--- src/rtl/mclk_prediv_pkg.sv ---
package mclk_prediv_pkg;
  localparam int unsigned DEF_DIV_W      = 4;
  localparam int unsigned DEF_QUAL_CYC   = 10;
  localparam int unsigned DEF_SETTLE_CYC = 16;

  typedef enum logic {
    PATH_BYPASS  = 1'b0,
    PATH_DIVIDED = 1'b1
  } clk_path_e;
endpackage

--- src/rtl/prediv_qualify.sv ---
module prediv_qualify #(
  parameter int unsigned DIV_W    = 4,
  parameter int unsigned QUAL_CYC = 10
) (
  input  logic             clk,
  input  logic             rst_n,
  input  logic [DIV_W-1:0] div_sel,
  input  logic             src_is_osc,
  input  logic             async_blocked,
  input  logic             active_i,
  output logic [DIV_W-1:0] req_o,
  output logic             viol_o
);
  localparam int unsigned QW = $clog2(QUAL_CYC + 1);
  localparam logic [QW-1:0] QMAX = QW'(QUAL_CYC);

  logic [QW-1:0] qcnt_q, qcnt_d;
  logic          viol_q, viol_d;
  logic          enable_ok, blocked;

  always_comb begin
    if (src_is_osc && async_blocked)
      qcnt_d = (qcnt_q == QMAX) ? qcnt_q : qcnt_q + 1'b1;
    else
      qcnt_d = '0;
    enable_ok = src_is_osc && async_blocked && (qcnt_q == QMAX);
    blocked   = viol_q || !src_is_osc || (!active_i && !enable_ok);
    req_o     = blocked ? '0 : div_sel;
    viol_d    = (div_sel != '0) && blocked;
  end

  always_ff @(posedge clk or negedge rst_n) begin
    if (!rst_n) begin
      qcnt_q <= '0;
      viol_q <= 1'b0;
    end else begin
      qcnt_q <= qcnt_d;
      viol_q <= viol_d;
    end
  end

  assign viol_o = viol_q;


  viol_needs_field_chk: assert property (@(posedge clk) disable iff (!rst_n)
    viol_q |-> ($past(div_sel) != '0));

  no_enable_unqualified_chk: assert property (@(posedge clk) disable iff (!rst_n)
    (!active_i && qcnt_q != QMAX) |-> (req_o == '0));
endmodule

--- src/rtl/prediv_core.sv ---
module prediv_core #(
  parameter int unsigned DIV_W = 4
) (
  input  logic             clk,
  input  logic             rst_n,
  input  logic [DIV_W-1:0] req_i,
  output logic             active_o,
  output logic             phase_o
);
  logic [DIV_W-1:0] cnt_q, cnt_d;
  logic [DIV_W-1:0] ratio_q, ratio_d;
  logic             ph_q, ph_d;
  logic             wrap;

  function automatic logic [DIV_W-1:0] high_len(input logic [DIV_W-1:0] r);
    logic [DIV_W:0] ext;
    ext = {1'b0, r} + (DIV_W+1)'(2);
    return ext[DIV_W:1];
  endfunction

  always_comb begin
    wrap    = (cnt_q == ratio_q);
    ratio_d = wrap ? req_i : ratio_q;
    cnt_d   = wrap ? '0 : cnt_q + 1'b1;
    ph_d    = (cnt_d < high_len(ratio_d));
  end

  always_ff @(posedge clk or negedge rst_n) begin
    if (!rst_n) begin
      cnt_q   <= '0;
      ratio_q <= '0;
      ph_q    <= 1'b1;
    end else begin
      cnt_q   <= cnt_d;
      ratio_q <= ratio_d;
      ph_q    <= ph_d;
    end
  end

  assign active_o = (ratio_q != '0);
  assign phase_o  = ph_q;


  ratio_at_boundary_chk: assert property (@(posedge clk) disable iff (!rst_n)
    (ratio_q != $past(ratio_q)) |-> ($past(cnt_q) == $past(ratio_q)));

  cnt_in_range_chk: assert property (@(posedge clk) disable iff (!rst_n)
    cnt_q <= ratio_q);

  period_starts_high_chk: assert property (@(posedge clk) disable iff (!rst_n)
    (ratio_q != '0 && cnt_q == '0) |-> ph_q);

  period_ends_low_chk: assert property (@(posedge clk) disable iff (!rst_n)
    (ratio_q != '0 && cnt_q == ratio_q) |-> !ph_q);
endmodule

--- src/rtl/prediv_settle.sv ---
module prediv_settle #(
  parameter int unsigned SETTLE_CYC = 16
) (
  input  logic clk,
  input  logic rst_n,
  input  logic active_i,
  output logic settle_o
);
  localparam int unsigned SW = $clog2(SETTLE_CYC + 1);
  localparam logic [SW-1:0] SMAX = SW'(SETTLE_CYC);

  logic [SW-1:0] scnt_q, scnt_d;

  always_comb begin
    if (active_i)
      scnt_d = '0;
    else
      scnt_d = (scnt_q == SMAX) ? scnt_q : scnt_q + 1'b1;
  end

  always_ff @(posedge clk or negedge rst_n) begin
    if (!rst_n) scnt_q <= SMAX;
    else        scnt_q <= scnt_d;
  end

  assign settle_o = (scnt_q == SMAX) && !active_i;


  settle_after_bypass_chk: assert property (@(posedge clk) disable iff (!rst_n)
    $rose(settle_o) |-> $past(!active_i));
endmodule

--- src/rtl/mclk_prediv.sv ---
module mclk_prediv
  import mclk_prediv_pkg::*;
#(
  parameter int unsigned DIV_W      = DEF_DIV_W,
  parameter int unsigned QUAL_CYC   = DEF_QUAL_CYC,
  parameter int unsigned SETTLE_CYC = DEF_SETTLE_CYC
) (
  input  logic             clk_src,
  input  logic             rst_n,
  input  logic [DIV_W-1:0] div_sel,
  input  logic             src_is_osc,
  input  logic             async_blocked,
  output logic             clk_out,
  output logic             settle_ok,
  output logic             cfg_violation
);
  logic [1:0]       rst_sync_q;
  logic             rst_int_n;
  logic [DIV_W-1:0] req;
  logic             active, phase;
  clk_path_e        path;

  always_ff @(posedge clk_src or negedge rst_n) begin
    if (!rst_n) rst_sync_q <= 2'b00;
    else        rst_sync_q <= {rst_sync_q[0], 1'b1};
  end
  assign rst_int_n = rst_sync_q[1];

  prediv_qualify #(.DIV_W(DIV_W), .QUAL_CYC(QUAL_CYC)) qual_i (
    .clk           (clk_src),
    .rst_n         (rst_int_n),
    .div_sel       (div_sel),
    .src_is_osc    (src_is_osc),
    .async_blocked (async_blocked),
    .active_i      (active),
    .req_o         (req),
    .viol_o        (cfg_violation)
  );

  prediv_core #(.DIV_W(DIV_W)) core_i (
    .clk      (clk_src),
    .rst_n    (rst_int_n),
    .req_i    (req),
    .active_o (active),
    .phase_o  (phase)
  );

  prediv_settle #(.SETTLE_CYC(SETTLE_CYC)) settle_i (
    .clk      (clk_src),
    .rst_n    (rst_int_n),
    .active_i (active),
    .settle_o (settle_ok)
  );

  assign path    = active ? PATH_DIVIDED : PATH_BYPASS;
  assign clk_out = (path == PATH_DIVIDED) ? phase : clk_src;


  enable_needs_block_chk: assert property (@(posedge clk_src) disable iff (!rst_int_n)
    $rose(active) |-> $past(src_is_osc && async_blocked));

  viol_keeps_bypass_chk: assert property (@(posedge clk_src) disable iff (!rst_int_n)
    (cfg_violation && !active) |=> !active);

  settle_low_active_chk: assert property (@(posedge clk_src) disable iff (!rst_int_n)
    active |-> !settle_ok);
endmodule

--- config.mk ---
export PLATFORM = sky130hd
export DESIGN_NAME = mclk_prediv
export DESIGN_NICKNAME = d
export VERILOG_FILES = /design/src/rtl/mclk_prediv_pkg.sv /design/src/rtl/prediv_qualify.sv /design/src/rtl/prediv_core.sv /design/src/rtl/prediv_settle.sv /design/src/rtl/mclk_prediv.sv
export SDC_FILE = /design/constraint.sdc
export NUM_CORES = 1
export LEC_CHECK = 0
export BUFFER_PORTS_ARGS = -buffer_cell sky130_fd_sc_hd__buf_2
export CAP_MARGIN = 20
export CELL_PAD_IN_SITES_DETAIL_PLACEMENT = 1
export CELL_PAD_IN_SITES_GLOBAL_PLACEMENT = 2
export CORE_MARGIN = 2
export CORE_UTILIZATION = 38
export DETAILED_ROUTE_END_ITERATION = 8
export GPL_TIMING_DRIVEN = 0
export PLACE_DENSITY_LB_ADDON = 0.1
export REMOVE_ABC_BUFFERS = 1
export SKIP_LAST_GASP = 1
export SYNTH_ARGS = -nofsm -noshare
export SYNTH_HDL_FRONTEND = slang
export SYNTH_HIERARCHICAL = 1
export SYNTH_SLANG_ARGS = --single-unit
--- constraint.sdc ---
create_clock -name clk_src -period 1.85 [get_ports clk_src]
set_clock_uncertainty 0.05 [all_clocks]
set_input_delay 0 -clock clk_src [delete_from_list [all_inputs] [get_ports clk_src]]
set_output_delay 0 -clock clk_src [all_outputs]
set_load 0.01 [all_outputs]
==> implementation parameters <==
Parameter                              Value

Run status
  Outcome ... complete, but fails checks
  Violations in the final reports ... hold timing, setup timing

Setup path
  Setup crit end kind ... flop
  Largest stage delay on the critical path ... 540 ps
  Kind of cell adding the most delay to the critical path ... simple AND/OR/NAND/NOR gates
  Ordered list of cells on the worst path ... or4_4, inv_2, a21oi_4, and2_4, mux2_4, ha_4, xnor2_2, ha_2, or3_4, a211oi_2, a221o_1
  Biggest fanout along the worst timing path ... 5
  Endpoint arrival time on the critical path ... 3120 ps
  Critical path launch point type ... flop
  Worst Path Buf+Inv ... 1
  Data required time at the worst endpoint ... 2170 ps
  Slowest stage cell, crit path ... sky130_fd_sc_hd__or4_4
  Critical path class ... flop to flop

Routing
  Routed WL ... 2520 µm
  Iteration-0 DRC Markers ... 23
  Router iterations before antenna repair ... 4
  Avg Vias per Cell ... 4.86
  DR DRC count ... 0
  Post-DR wirelength/cell ... 13.6 µm
  Number of routed nets with antenna violations ... 0
  Total number of vias ... 899

Timing
  RSZ-0062 raised after global routing ... yes
  Max-slew headroom at the worst pin ... 0.473
  Count of pins over their slew limit ... 0
  Total Neg Setup Slack ... -1620 ps
  Setup violations, final ... 3
  Setup slack after layout ... -947 ps
  Number of endpoints with negative hold slack in the final report ... 2
  Worst hold margin ... -55.8 ps
  Max frequency ... 0.358 GHz
  Final worst path period share ... 1.51
  Minimum period implied by the final worst setup slack ... 2800 ps
  Slew of the pin with the lowest slew margin ... 790 ps

Power and ir drop
  VDD IR-drop max ... 0.000404 V
  Total power per unit cell area ... 815 nW/µm²
  Sw power ... 0.000367 W
  Clock share of power ... 0.324
  Logic pwr share ... 0.205
  Static power due to leakage ... 0.739 nW
  Register share of total power ... 0.471
  Switching power share of the total ... 0.286
  P_int ... 0.000916 W

Clocking
  Clock insertion delay at the later pin of the skew report ... 420 ps
  Clock Pin Slew Worst Setup and Hold Paths ... 120 ps
  Hold Buf Count CTS ... 7
  CTS tree ... built

GRT
  Maximum number of pins on one net before global-route repair ... 20
  Overflow left after global routing ... 0
  Initial antenna violation count ... 0
  Global-route wire length before repair ... 4460 µm
  Via count of the first global-routing pass ... 1006
  Overall track demand over capacity in global routing ... 0.169

Placed design
  HPWL after DPL ... 1620 µm
  Placer Congestion ... 0.765
  Port bufs ... 10
  Worst setup timing slack at the placement stage ... -1470 ps

Cells and area
  Post-layout net count ... 159
  Final Util ... 0.520
  Leading cell types in the layout, fill and taps excluded ... 19 x sky130_fd_sc_hd__dfrtp_1, 10 x sky130_fd_sc_hd__nor2_1, 10 x sky130_fd_sc_hd__buf_4, 9 x sky130_fd_sc_hd__buf_2
  Number of diodes ... 0
  Share of cells above drive strength 1 ... 0.376
  Most common cell after layout, fill and taps aside ... sky130_fd_sc_hd__dfrtp_1
  Layout area overhead ... 31.0%

Die
  Core Box Area ... 3030 µm²
  Initial cell density of the core ... 0.397
  Total die area ... 3630 µm²
  FP Rows ... 20
  DIE WIDTH ... 60.2 µm
  I/O pins ... 11
  Die boundary height ... 60.2 µm

Synthesis
  Post-Synthesis Cell Area ... 1200 µm²
  Fraction of the yosys area taken by sequential cells ... 0.440
  Mean instance size in the synthesized netlist ... 11.2 µm²
  Post-synth top area cell ... sky130_fd_sc_hd__dfrtp_1
  Top area cells in the synthesized netlist ... sky130_fd_sc_hd__dfrtp_1 40%, sky130_fd_sc_hd__ha_1 9.4%, sky130_fd_sc_hd__dfstp_2 4.4%
  Register bit count reported by yosys ... 21
  Number of distinct standard cells referenced by the synthesized netlist ... 38
  Top-area cell type share of the netlist area ... 0.396
  Number of synthesized flops with an enable pin ... 0
  Warning count from the yosys run ... 6
  Async set-reset flop share out of synthesis ... 1.00
  Synthesized instance count ... 107
  Top flip-flop cell by instance count after synthesis ... sky130_fd_sc_hd__dfrtp_1

Hold path
  Class of the most critical hold timing path ... input pin to flop

Job
  Max_cap viols ... 0
==> registers in the layout (all words and copies together), names as in the netlist <==
name	count
core_i/phase_o	1
rst_sync_q	2
core_i/ratio_q	4
qual_i/viol_o	1
settle_i/scnt_q	5
core_i/cnt_q	4
qual_i/qcnt_q	4
==> what timing repair did <==
item	4_1_cts	5_1_grt
gates resized for setup	15	2
pin swaps	8	1
gates cloned	0	0
setup endpoints to repair	7	5
hold endpoints to repair	11	2
setup buffers	11	1
==> cells in the mapped netlist (2+ instances only) <==
master / count
sky130_fd_sc_hd__nor2_1: 10
sky130_fd_sc_hd__a21oi_1: 2
sky130_fd_sc_hd__ha_1: 9
sky130_fd_sc_hd__mux2_2: 4
sky130_fd_sc_hd__xnor2_1: 4
sky130_fd_sc_hd__nor2b_1: 4
sky130_fd_sc_hd__and2_1: 4
sky130_fd_sc_hd__xor2_1: 6
sky130_fd_sc_hd__nand3_1: 5
sky130_fd_sc_hd__nand2b_1: 4
sky130_fd_sc_hd__inv_1: 6
sky130_fd_sc_hd__dfstp_2: 2
sky130_fd_sc_hd__mux2_4: 3
sky130_fd_sc_hd__nand2_1: 2
sky130_fd_sc_hd__dfrtp_1: 19
==> worst min-delay path: cells and delay by family <==
kind	cells	cell delay (ps)
multiplexers	1	160
buffers and inverters	1	90
AND/OR/NAND/NOR	1	140
==> path summary, 6_finish.rpt <==
path / slack (ps) / depth (start not counted) / end / from
setup / recovery: -950 / 11 / core_i/phase_o$_DFF_PN1_ / core_i/ratio_q[2]$_DFF_PN0_
hold reg to reg: 290 / 0 / core_i/ratio_q[1]$_DFF_PN0_ / rst_sync_q[1]$_DFF_PN0_
min in group asynchronous: 290 / 0 / core_i/ratio_q[1]$_DFF_PN0_ / rst_sync_q[1]$_DFF_PN0_
hold / removal: -60 / 3 / core_i/ratio_q[2]$_DFF_PN0_ / div_sel[2]
max in group asynchronous: 980 / 0 / core_i/cnt_q[1]$_DFF_PN0_ / rst_sync_q[1]$_DFF_PN0_
setup reg to reg: -950 / 11 / core_i/phase_o$_DFF_PN1_ / core_i/ratio_q[2]$_DFF_PN0_
==> metrics by stage <==
stage	std cells	total power [W]	instance area, µm²
3_5_place_dp	159	0.000928	1290
6_report	185	0.00128	1570
4_1_cts	184	0.00127	1560
5_1_grt	185	0.00140	1570
3_3_place_gp	159	0.000914	1290
2_1_floorplan	105	0.000849	1180
==> cell families after synthesis <==
| group | Yosys count | share of synthesized area |
|---|---|---|
| and+or+nand+nor | 41 | 0.214 |
| DFF | 21 | 0.440 |
| xor gates and xnor gates | 10 | 0.0729 |
| adders and majority gates | 9 | 0.0938 |
| muxes | 9 | 0.0927 |
| AOI/OAI and AO/OA | 8 | 0.0521 |
| buffers and inverters | 8 | 0.0323 |
| other | 1 | 0.00312 |
==> power by group through the flow <==
| stage | Sequential [W] | Combinational (W) | Clock, W |
|---|---|---|---|
| 2_1_floorplan | 0.000593 | 0.000210 | 0.0000460 |
| 3_5_place_dp | 0.000616 | 0.000249 | 0.0000634 |
| 4_1_cts | 0.000606 | 0.000265 | 0.000403 |
| 5_1_grt | 0.000618 | 0.000314 | 0.000471 |
| 3_3_place_gp | 0.000611 | 0.000240 | 0.0000634 |
| 6_report | 0.000604 | 0.000263 | 0.000415 |
==> per-layer routing <==
metal | wire (µm) | share of wire | global-route usage | vias up
met1 | 1110 | 0.44 | 0.195 | 448
met4 | 44 | 0.017 | 0.0794 | 0
met5 | 0 | 0 | 0 | -
met3 | 65 | 0.026 | 0.0498 | 7
met2 | 1300 | 0.52 | 0.284 | 11
li1 | - | - | - | 433
==> cell type report <==
cell class,count,area [µm²]
Fill cell,345,1450
Clock buffer,7,56.3
Inverter,6,22.5
Multi-Input combinational cell,78,691
Sequential cell,21,528
Clock inverter,1,5.00
Tap cell,44,55.1
Timing Repair Buffer,28,216
Power figures use the tool's default switching activity.
